$ cat config.mk
export PLATFORM = sky130hd
export DESIGN_NAME = hbus_access_dec
export DESIGN_NICKNAME = d
export VERILOG_FILES = /design/src/rtl/hbus_pkg.sv /design/src/rtl/hbus_sync.sv /design/src/rtl/hbus_decode.sv /design/src/rtl/hbus_ctrl_reg.sv /design/src/rtl/hbus_access_dec.sv
export SDC_FILE = /design/constraint.sdc
export NUM_CORES = 1
export LEC_CHECK = 0
export BUFFER_PORTS_ARGS = -buffer_cell sky130_fd_sc_hd__buf_2
export CAP_MARGIN = 20
export CORE_MARGIN = 1
export CORE_UTILIZATION = 45
export CTS_CLUSTER_SIZE = 10
export DETAILED_ROUTE_END_ITERATION = 6
export PLACE_DENSITY = 0.77
export SLEW_MARGIN = 15
export SYNTH_ARGS = -nofsm -noshare
export SYNTH_HDL_FRONTEND = slang
export SYNTH_SLANG_ARGS = --single-unit
$ cat constraint.sdc
create_clock -name clk -period 1.6 [get_ports clk]
set_clock_uncertainty 0.15 [all_clocks]
set_input_delay 0.08 -clock clk [delete_from_list [all_inputs] [get_ports clk]]
set_output_delay 0.08 -clock clk [all_outputs]
set_load 0.005 [all_outputs]
$ cat src/rtl/hbus_pkg.sv
package hbus_pkg;

    localparam int CTRL_W = 13;

    localparam logic [1:0] MSEL_DATA = 2'b00;
    localparam logic [1:0] MSEL_CONN = 2'b01;

    // packed MSB first: field positions are the register layout
    typedef struct packed {
        logic [2:0] bp_data;   // 12:10
        logic       bp_en;     // 9
        logic       mbp;       // 8
        logic [1:0] mem_sel;   // 7:6
        logic       sfe;       // 5
        logic       standby;   // 4
        logic       wide_fp;   // 3
        logic [2:0] rate;      // 2:0
    } ctrl_t;

    typedef enum logic [1:0] {
        ST_IDLE = 2'd0,
        ST_WAIT = 2'd1,
        ST_ACK  = 2'd2
    } bus_st_e;

    typedef enum logic [1:0] {
        TGT_CTRL = 2'd0,
        TGT_NONE = 2'd1,
        TGT_DMEM = 2'd2,
        TGT_CMEM = 2'd3
    } tgt_e;

endpackage

$ cat src/rtl/hbus_sync.sv
module hbus_sync #(
    parameter int WIDTH  = 1,
    parameter int STAGES = 2
) (
    input  logic             clk,
    input  logic             rst_n,
    input  logic [WIDTH-1:0] d_i,
    output logic [WIDTH-1:0] q_o
);

    logic [WIDTH-1:0] stg_q [STAGES];

    for (genvar i = 0; i < STAGES; i++) begin : g_stage
        if (i == 0) begin : g_first
            always_ff @(posedge clk or negedge rst_n) begin
                if (!rst_n) stg_q[i] <= '0;
                else        stg_q[i] <= d_i;
            end
        end else begin : g_next
            always_ff @(posedge clk or negedge rst_n) begin
                if (!rst_n) stg_q[i] <= '0;
                else        stg_q[i] <= stg_q[i-1];
            end
        end
    end

    assign q_o = stg_q[STAGES-1];

endmodule

$ cat src/rtl/hbus_decode.sv
module hbus_decode
    import hbus_pkg::*;
#(
    parameter int ADDR_W   = 14,
    parameter int STREAM_W = 5,
    parameter int CHAN_W   = 8,
    localparam int MEM_AW  = STREAM_W + CHAN_W,
    localparam int REG_AW  = ADDR_W - 1
) (
    input  logic [ADDR_W-1:0] addr_i,
    input  logic              rw_n_i,
    input  logic [1:0]        mem_sel_i,
    output tgt_e              tgt_o,
    output logic [MEM_AW-1:0] mem_addr_o
);

    logic mem_space;
    logic [STREAM_W-1:0] stream;
    logic [CHAN_W-1:0]   chan;

    assign mem_space  = addr_i[ADDR_W-1];
    assign chan       = addr_i[CHAN_W-1:0];
    assign stream     = addr_i[MEM_AW-1:CHAN_W];
    assign mem_addr_o = {stream, chan};

    always_comb begin
        tgt_o = TGT_NONE;
        if (!mem_space) begin
            if (addr_i[REG_AW-1:0] == '0) tgt_o = TGT_CTRL;
        end else begin
            unique case (mem_sel_i)
                MSEL_DATA: tgt_o = rw_n_i ? TGT_DMEM : TGT_NONE;
                MSEL_CONN: tgt_o = rw_n_i ? TGT_NONE : TGT_CMEM;
                default:   tgt_o = TGT_NONE;
            endcase
        end
    end

endmodule

$ cat src/rtl/hbus_ctrl_reg.sv
module hbus_ctrl_reg
    import hbus_pkg::*;
#(
    parameter int DATA_W = 16
) (
    input  logic              clk,
    input  logic              rst_n,
    input  logic              we_i,
    input  logic [DATA_W-1:0] wdata_i,
    output ctrl_t             ctrl_o,
    output logic [DATA_W-1:0] rdata_o
);

    ctrl_t ctrl_d, ctrl_q;

    always_comb begin
        ctrl_d = ctrl_q;
        if (we_i) ctrl_d = ctrl_t'(wdata_i[CTRL_W-1:0]);
    end

    always_ff @(posedge clk or negedge rst_n) begin
        if (!rst_n) ctrl_q <= '0;
        else        ctrl_q <= ctrl_d;
    end

    assign ctrl_o  = ctrl_q;
    assign rdata_o = {{(DATA_W-CTRL_W){1'b0}}, ctrl_q};

endmodule

$ cat src/rtl/hbus_access_dec.sv
module hbus_access_dec
    import hbus_pkg::*;
#(
    parameter int ADDR_W      = 14,
    parameter int DATA_W      = 16,
    parameter int STREAM_W    = 5,
    parameter int CHAN_W      = 8,
    parameter int ACK_DLY     = 2,
    parameter int SYNC_STAGES = 2,
    localparam int MEM_AW     = STREAM_W + CHAN_W,
    localparam int CNT_W      = $clog2(ACK_DLY + 1)
) (
    input  logic              clk,
    input  logic              rst_n,
    input  logic              cs_n,
    input  logic              rw_n,
    input  logic [ADDR_W-1:0] addr,
    input  logic [DATA_W-1:0] wdata,
    output logic [DATA_W-1:0] rdata,
    output logic              ack_en,
    output logic              dmem_rd_en,
    output logic [MEM_AW-1:0] dmem_addr,
    input  logic [DATA_W-1:0] dmem_rdata,
    output logic              cmem_wr_en,
    output logic [MEM_AW-1:0] cmem_addr,
    output logic [DATA_W-1:0] cmem_wdata,
    output logic [2:0]        cfg_rate,
    output logic              cfg_wide_fp,
    output logic              cfg_standby,
    output logic              cfg_sfe,
    output logic [1:0]        cfg_mem_sel,
    output logic              cfg_mbp,
    output logic              cfg_bp_en,
    output logic [2:0]        cfg_bp_data
);

    typedef struct packed {
        bus_st_e             st;
        logic [CNT_W-1:0]    cnt;
        tgt_e                tgt;
        logic                is_rd;
        logic [MEM_AW-1:0]   maddr;
        logic [DATA_W-1:0]   wdat;
        logic                rd_stb;
        logic                wr_stb;
        logic                reg_we;
        logic                ack;
        logic [DATA_W-1:0]   rdat;
    } fsm_t;

    fsm_t s_d, s_q;

    logic              cs_act;
    tgt_e              dec_tgt;
    logic [MEM_AW-1:0] dec_maddr;
    ctrl_t             ctrl;
    logic [DATA_W-1:0] ctrl_rdata;

    hbus_sync #(.WIDTH(1), .STAGES(SYNC_STAGES)) u_cs_sync (
        .clk   (clk),
        .rst_n (rst_n),
        .d_i   (~cs_n),
        .q_o   (cs_act)
    );

    hbus_decode #(.ADDR_W(ADDR_W), .STREAM_W(STREAM_W), .CHAN_W(CHAN_W)) u_decode (
        .addr_i     (addr),
        .rw_n_i     (rw_n),
        .mem_sel_i  (ctrl.mem_sel),
        .tgt_o      (dec_tgt),
        .mem_addr_o (dec_maddr)
    );

    hbus_ctrl_reg #(.DATA_W(DATA_W)) u_ctrl (
        .clk     (clk),
        .rst_n   (rst_n),
        .we_i    (s_q.reg_we),
        .wdata_i (s_q.wdat),
        .ctrl_o  (ctrl),
        .rdata_o (ctrl_rdata)
    );

    always_comb begin
        s_d        = s_q;
        s_d.rd_stb = 1'b0;
        s_d.wr_stb = 1'b0;
        s_d.reg_we = 1'b0;
        unique case (s_q.st)
            ST_IDLE: begin
                if (cs_act) begin
                    s_d.st     = ST_WAIT;
                    s_d.cnt    = '0;
                    s_d.tgt    = dec_tgt;
                    s_d.is_rd  = rw_n;
                    s_d.maddr  = dec_maddr;
                    s_d.wdat   = wdata;
                    s_d.rd_stb = (dec_tgt == TGT_DMEM);
                    s_d.wr_stb = (dec_tgt == TGT_CMEM);
                    s_d.reg_we = (dec_tgt == TGT_CTRL) && !rw_n;
                end
            end
            ST_WAIT: begin
                if (!cs_act) begin
                    s_d.st = ST_IDLE;
                end else if (s_q.cnt == CNT_W'(ACK_DLY - 1)) begin
                    s_d.st  = ST_ACK;
                    s_d.ack = 1'b1;
                    s_d.rdat = '0;
                    if (s_q.is_rd) begin
                        unique case (s_q.tgt)
                            TGT_CTRL: s_d.rdat = ctrl_rdata;
                            TGT_DMEM: s_d.rdat = dmem_rdata;
                            default:  s_d.rdat = '0;
                        endcase
                    end
                end else begin
                    s_d.cnt = s_q.cnt + 1'b1;
                end
            end
            ST_ACK: begin
                if (!cs_act) begin
                    s_d.st   = ST_IDLE;
                    s_d.ack  = 1'b0;
                    s_d.rdat = '0;
                end
            end
            default: s_d.st = ST_IDLE;
        endcase
    end

    always_ff @(posedge clk or negedge rst_n) begin
        if (!rst_n) begin
            s_q     <= '0;
            s_q.st  <= ST_IDLE;
            s_q.tgt <= TGT_NONE;
        end else begin
            s_q <= s_d;
        end
    end

    assign rdata       = s_q.rdat;
    assign ack_en      = s_q.ack;
    assign dmem_rd_en  = s_q.rd_stb;
    assign dmem_addr   = s_q.maddr;
    assign cmem_wr_en  = s_q.wr_stb;
    assign cmem_addr   = s_q.maddr;
    assign cmem_wdata  = s_q.wdat;

    assign cfg_rate    = ctrl.rate;
    assign cfg_wide_fp = ctrl.wide_fp;
    assign cfg_standby = ctrl.standby;
    assign cfg_sfe     = ctrl.sfe;
    assign cfg_mem_sel = ctrl.mem_sel;
    assign cfg_mbp     = ctrl.mbp;
    assign cfg_bp_en   = ctrl.bp_en;
    assign cfg_bp_data = ctrl.bp_data;

endmodule

==> metrics.md <==
| Metric | Value |
|---|---|
| Setup TNS | `0 ns` |
| PD cells | `between 1000 and 1500 mW/mm2` |
| Die Width | `88.9 um` |
| Cell type group with the largest total delay on the critical path | `flip-flops` |
| Global Route Usage Sum | `between 15 and 20%` |
| Skew-Pair Late Insertion Delay | `0.34 ns` |
| Setup crit end kind | `flip-flop` |
| Outcome | `finished, final reports clean` |
| Worst hold margin | `~0.009 ns` |
| First-pass GRT wire length | `about 11000 um` |
| Cells after synthesis | `255` |
| Min Tclk post-route | `1.58 ns` |
| Placed cell areas | `0.00378 mm2` |
| DRT antenna net count | `0` |
| Antenna cell count | `0` |
| CTS clk-pin slew, worst paths | `0.08 ns` |
| Final setup violation count | `0` |
| Setup WS post-layout | `0.0210 ns` |
| Simple-Gate Fraction of Synth Area | `~5.4%` |
| Critical path arrival | `between 1.5 and 2 ns` |
| Mapped cell area | `0.00340 mm2` |
| Async set-reset flop share out of synthesis | `100%` |
| Chip Height | `88.9 um` |
| Post-CTS Setup Bufs | `0` |
| Initial Util | `46.6%` |
| GR Overflow Total | `0` |
| CTS tree | `yes` |
| Number of global-route vias before repair | `2373` |
| First DRT Iteration DRCs | `about 90` |
| CTS root buffer | `clkbuf_8` |
| Total power | `6.04 mW` |
| Num rows | `31` |
| Worst path bufs/invs | `1` |
| Initial antenna violation count | `0` |
| NetSw | `1.75 mW` |
| Hold Crit Class | `input port to flip-flop` |
| Fraction of synthesized area in multiplexers | `about a fifth` |
| Max stage delay cell, worst path | `dfrtp_2` |
| Crit-path max FO | `18` |
| Internal | `4.30 mW` |
| Tcrit/Tclk final | `98.7%` |
| Final Net Count | `434` |
| Pleak | `2.23 nW` |
| DR vias | `around 2400` |
| Largest family of logic cells by synthesized area | `multiplexers` |
| Final core utilization | `62.3%` |
| Flop and latch count out of synthesis | `a little over 70` |
| Wire per inst | `15.2 um` |
| Setup crit start kind | `flip-flop` |
| Synth cell types | `39` |
| Port Buf Inserts | `123` |
| Placed Cells | `422` |
| IO Count | `124` |
| Worst EP required | `1.67 ns` |
| Largest net degree at the start of global routing | `between 40 and 50` |
| P&R area growth vs syn | `33.8%` |
| Portion of total power attributed to sequential cells | `42.3%` |
| Drt pass-1 iters | `4` |
| Post-synthesis xor/xnor area fraction | `0.258%` |
| Fill cells | `~570` |
| Fin cells | `487` |
| Max incr delay on CP | `0.45 ns` |
| Post-DP HPWL | `~4800 um` |
| Mapped Nets | `306` |
| Via/cell ratio | `4.84` |
| Final WL | `7380 um` |
| Ys flop type | `dfrtp_1` |
| Synth warn | `0` |
| Die area | `between 0.007 and 0.008 mm2` |
| Worst vdd ir | `0.664 mV` |
| Clock Power Share | `a little over a quarter` |
| Max Clk Rate | `633 MHz` |
| Clk sinks | `71` |
| GPL Wtd Cong | `0.688` |
| # H-tree levels | `3` |
| Post-synthesis area per instance | `13.3 um2` |
| Slew @ Worst Pin | `0.408 ns` |
| Worst-case clock buffer depth | `2` |
| Place WS | `between 0.005 and 0.006 ns` |
| WS Path Type | `flip-flop to flip-flop` |
| Slew Viols, Final | `0` |
| Post-Synth Adder-Cell Area | `0.368%` |
| Endpoints failing hold | `0` |
| Synth Area in Compound Gates | `under 10%` |
| Fin area | `~0.0045 mm2` |
| EDFF count, synth | `0` |
| Share of cells above drive strength 1 | `a little over half` |
| Worst slew margin relative to its limit | `72.8%` |
| # Max-Cap Violations | `0` |
| CP cell instances | `or3b_4, buf_12, mux2_4` |
| Seq/Total Area, Yosys | `52.4%` |
| Sw Ratio | `28.9%` |
| Combinational share of power | `31.4%` |
| CTS Buf Count | `9` |
| Core area | `0.00729 mm2` |
| Drt drc | `0` |
-- synthesized netlist by cell type (3+ instances only) --
cell,n,area [um2]
mux2i_1,13,130
or2b_1,3,22.5
inv_1,3,11.3
buf_4,58,435
o2bb2ai_1,13,114
mux2_4,6,90.1
nand2_1,6,22.5
mux2_2,37,417
a22o_1,3,26.3
nor4_1,3,18.8
dfrtp_1,70,1750
buf_6,3,33.8
nor2b_1,3,18.8
a32o_1,3,30.0
-- final cells by class --
| type | instances | area, um2 | area share, % |
|---|---|---|---|
| Clock buffer | 11 | 141 | 3.11 |
| Tap cell | 99 | 124 | 2.73 |
| Sequential cell | 71 | 1780 | 39.2 |
| Inverter | 3 | 11.3 | 0.248 |
| Clock inverter | 5 | 81.3 | 1.79 |
| Multi-Input combinational cell | 113 | 1150 | 25.3 |
| Timing Repair Buffer | 185 | 1260 | 27.6 |
-- power by group through the flow --
stage / logic, mW / registers, mW / clock network, mW
2_1_floorplan: 1.66 / 2.50 / 0
3_3_place_gp: 1.71 / 2.54 / 0
3_5_place_dp: 1.76 / 2.57 / 0
4_1_cts: 1.87 / 2.55 / 1.64
5_1_grt: 2.09 / 2.62 / 1.71
6_report: 1.90 / 2.56 / 1.59
-- layout by cell type, fill, tap and decap left out, drive strengths merged, types with 2 or more instances in the layout --
master and n:
nand4 2, dlygate4sd3 49, nor3b 2, bufinv 2
clkinv 2, mux2i 13, a21oi 2, buf 136
a22o 3, clkbuf 11, inv 3, nor4 3
dfrtp 70, nand2 6, o31ai 2, a32o 3
nor2b 3, mux2 43, o2bb2ai 13, or2b 3
-- routing by layer --
layer	vias up	GRT usage (%)	part of all wire, %
met4	0	8.65	1.9
li1	1101	-	-
met3	16	3.82	5.3
met5	-	0	0
met2	91	33.4	50
met1	1148	24.2	43
-- flip-flops by register name, indices dropped and copies added, names as in the netlist --
register	flops
ack_en	1
cmem_addr	13
cmem_wdata	16
cmem_wr_en	1
dmem_rd_en	1
rdata	16
s_q	8
u_cs_sync.q_o	1
u_cs_sync.stg_q	1
u_ctrl.ctrl_o	13
-- worst paths after layout --
path	end	start	slack [ns]	cells past startpoint
worst max-delay path	cmem_addr[6]$_DFFE_PN0P_	s_q[55]$_DFFE_PN0P_	0.02	3
worst min-delay path	s_q[17]$_DFF_PN0_	addr[11]	0.009	4
worst max register to register	cmem_addr[6]$_DFFE_PN0P_	s_q[55]$_DFFE_PN0P_	0.02	3
worst min register to register	u_cs_sync.q_o$_DFF_PN0_	u_cs_sync.stg_q[1]$_DFF_PN0_	0.21	0
max in group asynchronous	s_q[55]$_DFFE_PN0P_	rst_n	0.67	3
min in group asynchronous	cmem_addr[8]$_DFFE_PN0P_	rst_n	0.06	2
-- tightest hold or removal path, stage by stage --
cell       delay, ns
buf_2           0.10
nor4_2          0.05
nand4_1         0.17
a2111oi_4       0.06
-- timing repair --
action | in CTS | in global routing
endpoints found under the hold margin | 123 | 0
gates resized for setup | 3 | 7
setup endpoints to repair | 7 | 9
pin swaps | 0 | 2
hold buffers | 49 | 0
-- cells by family (layout without fill, tap and decap cells) --
| logic type | count (synthesis) | in the layout |
|---|---|---|
| AO/OA/AOI/OAI | 28 | 28 |
| adder cells (fa/ha/maj) | 1 | 1 |
| flip-flops | 71 | 71 |
| XOR/XNOR | 1 | 1 |
| AND/OR/NAND/NOR | 27 | 27 |
| multiplexers | 56 | 56 |
| buffers and inverters | 71 | 204 |
(Power assumes the default switching activity.)
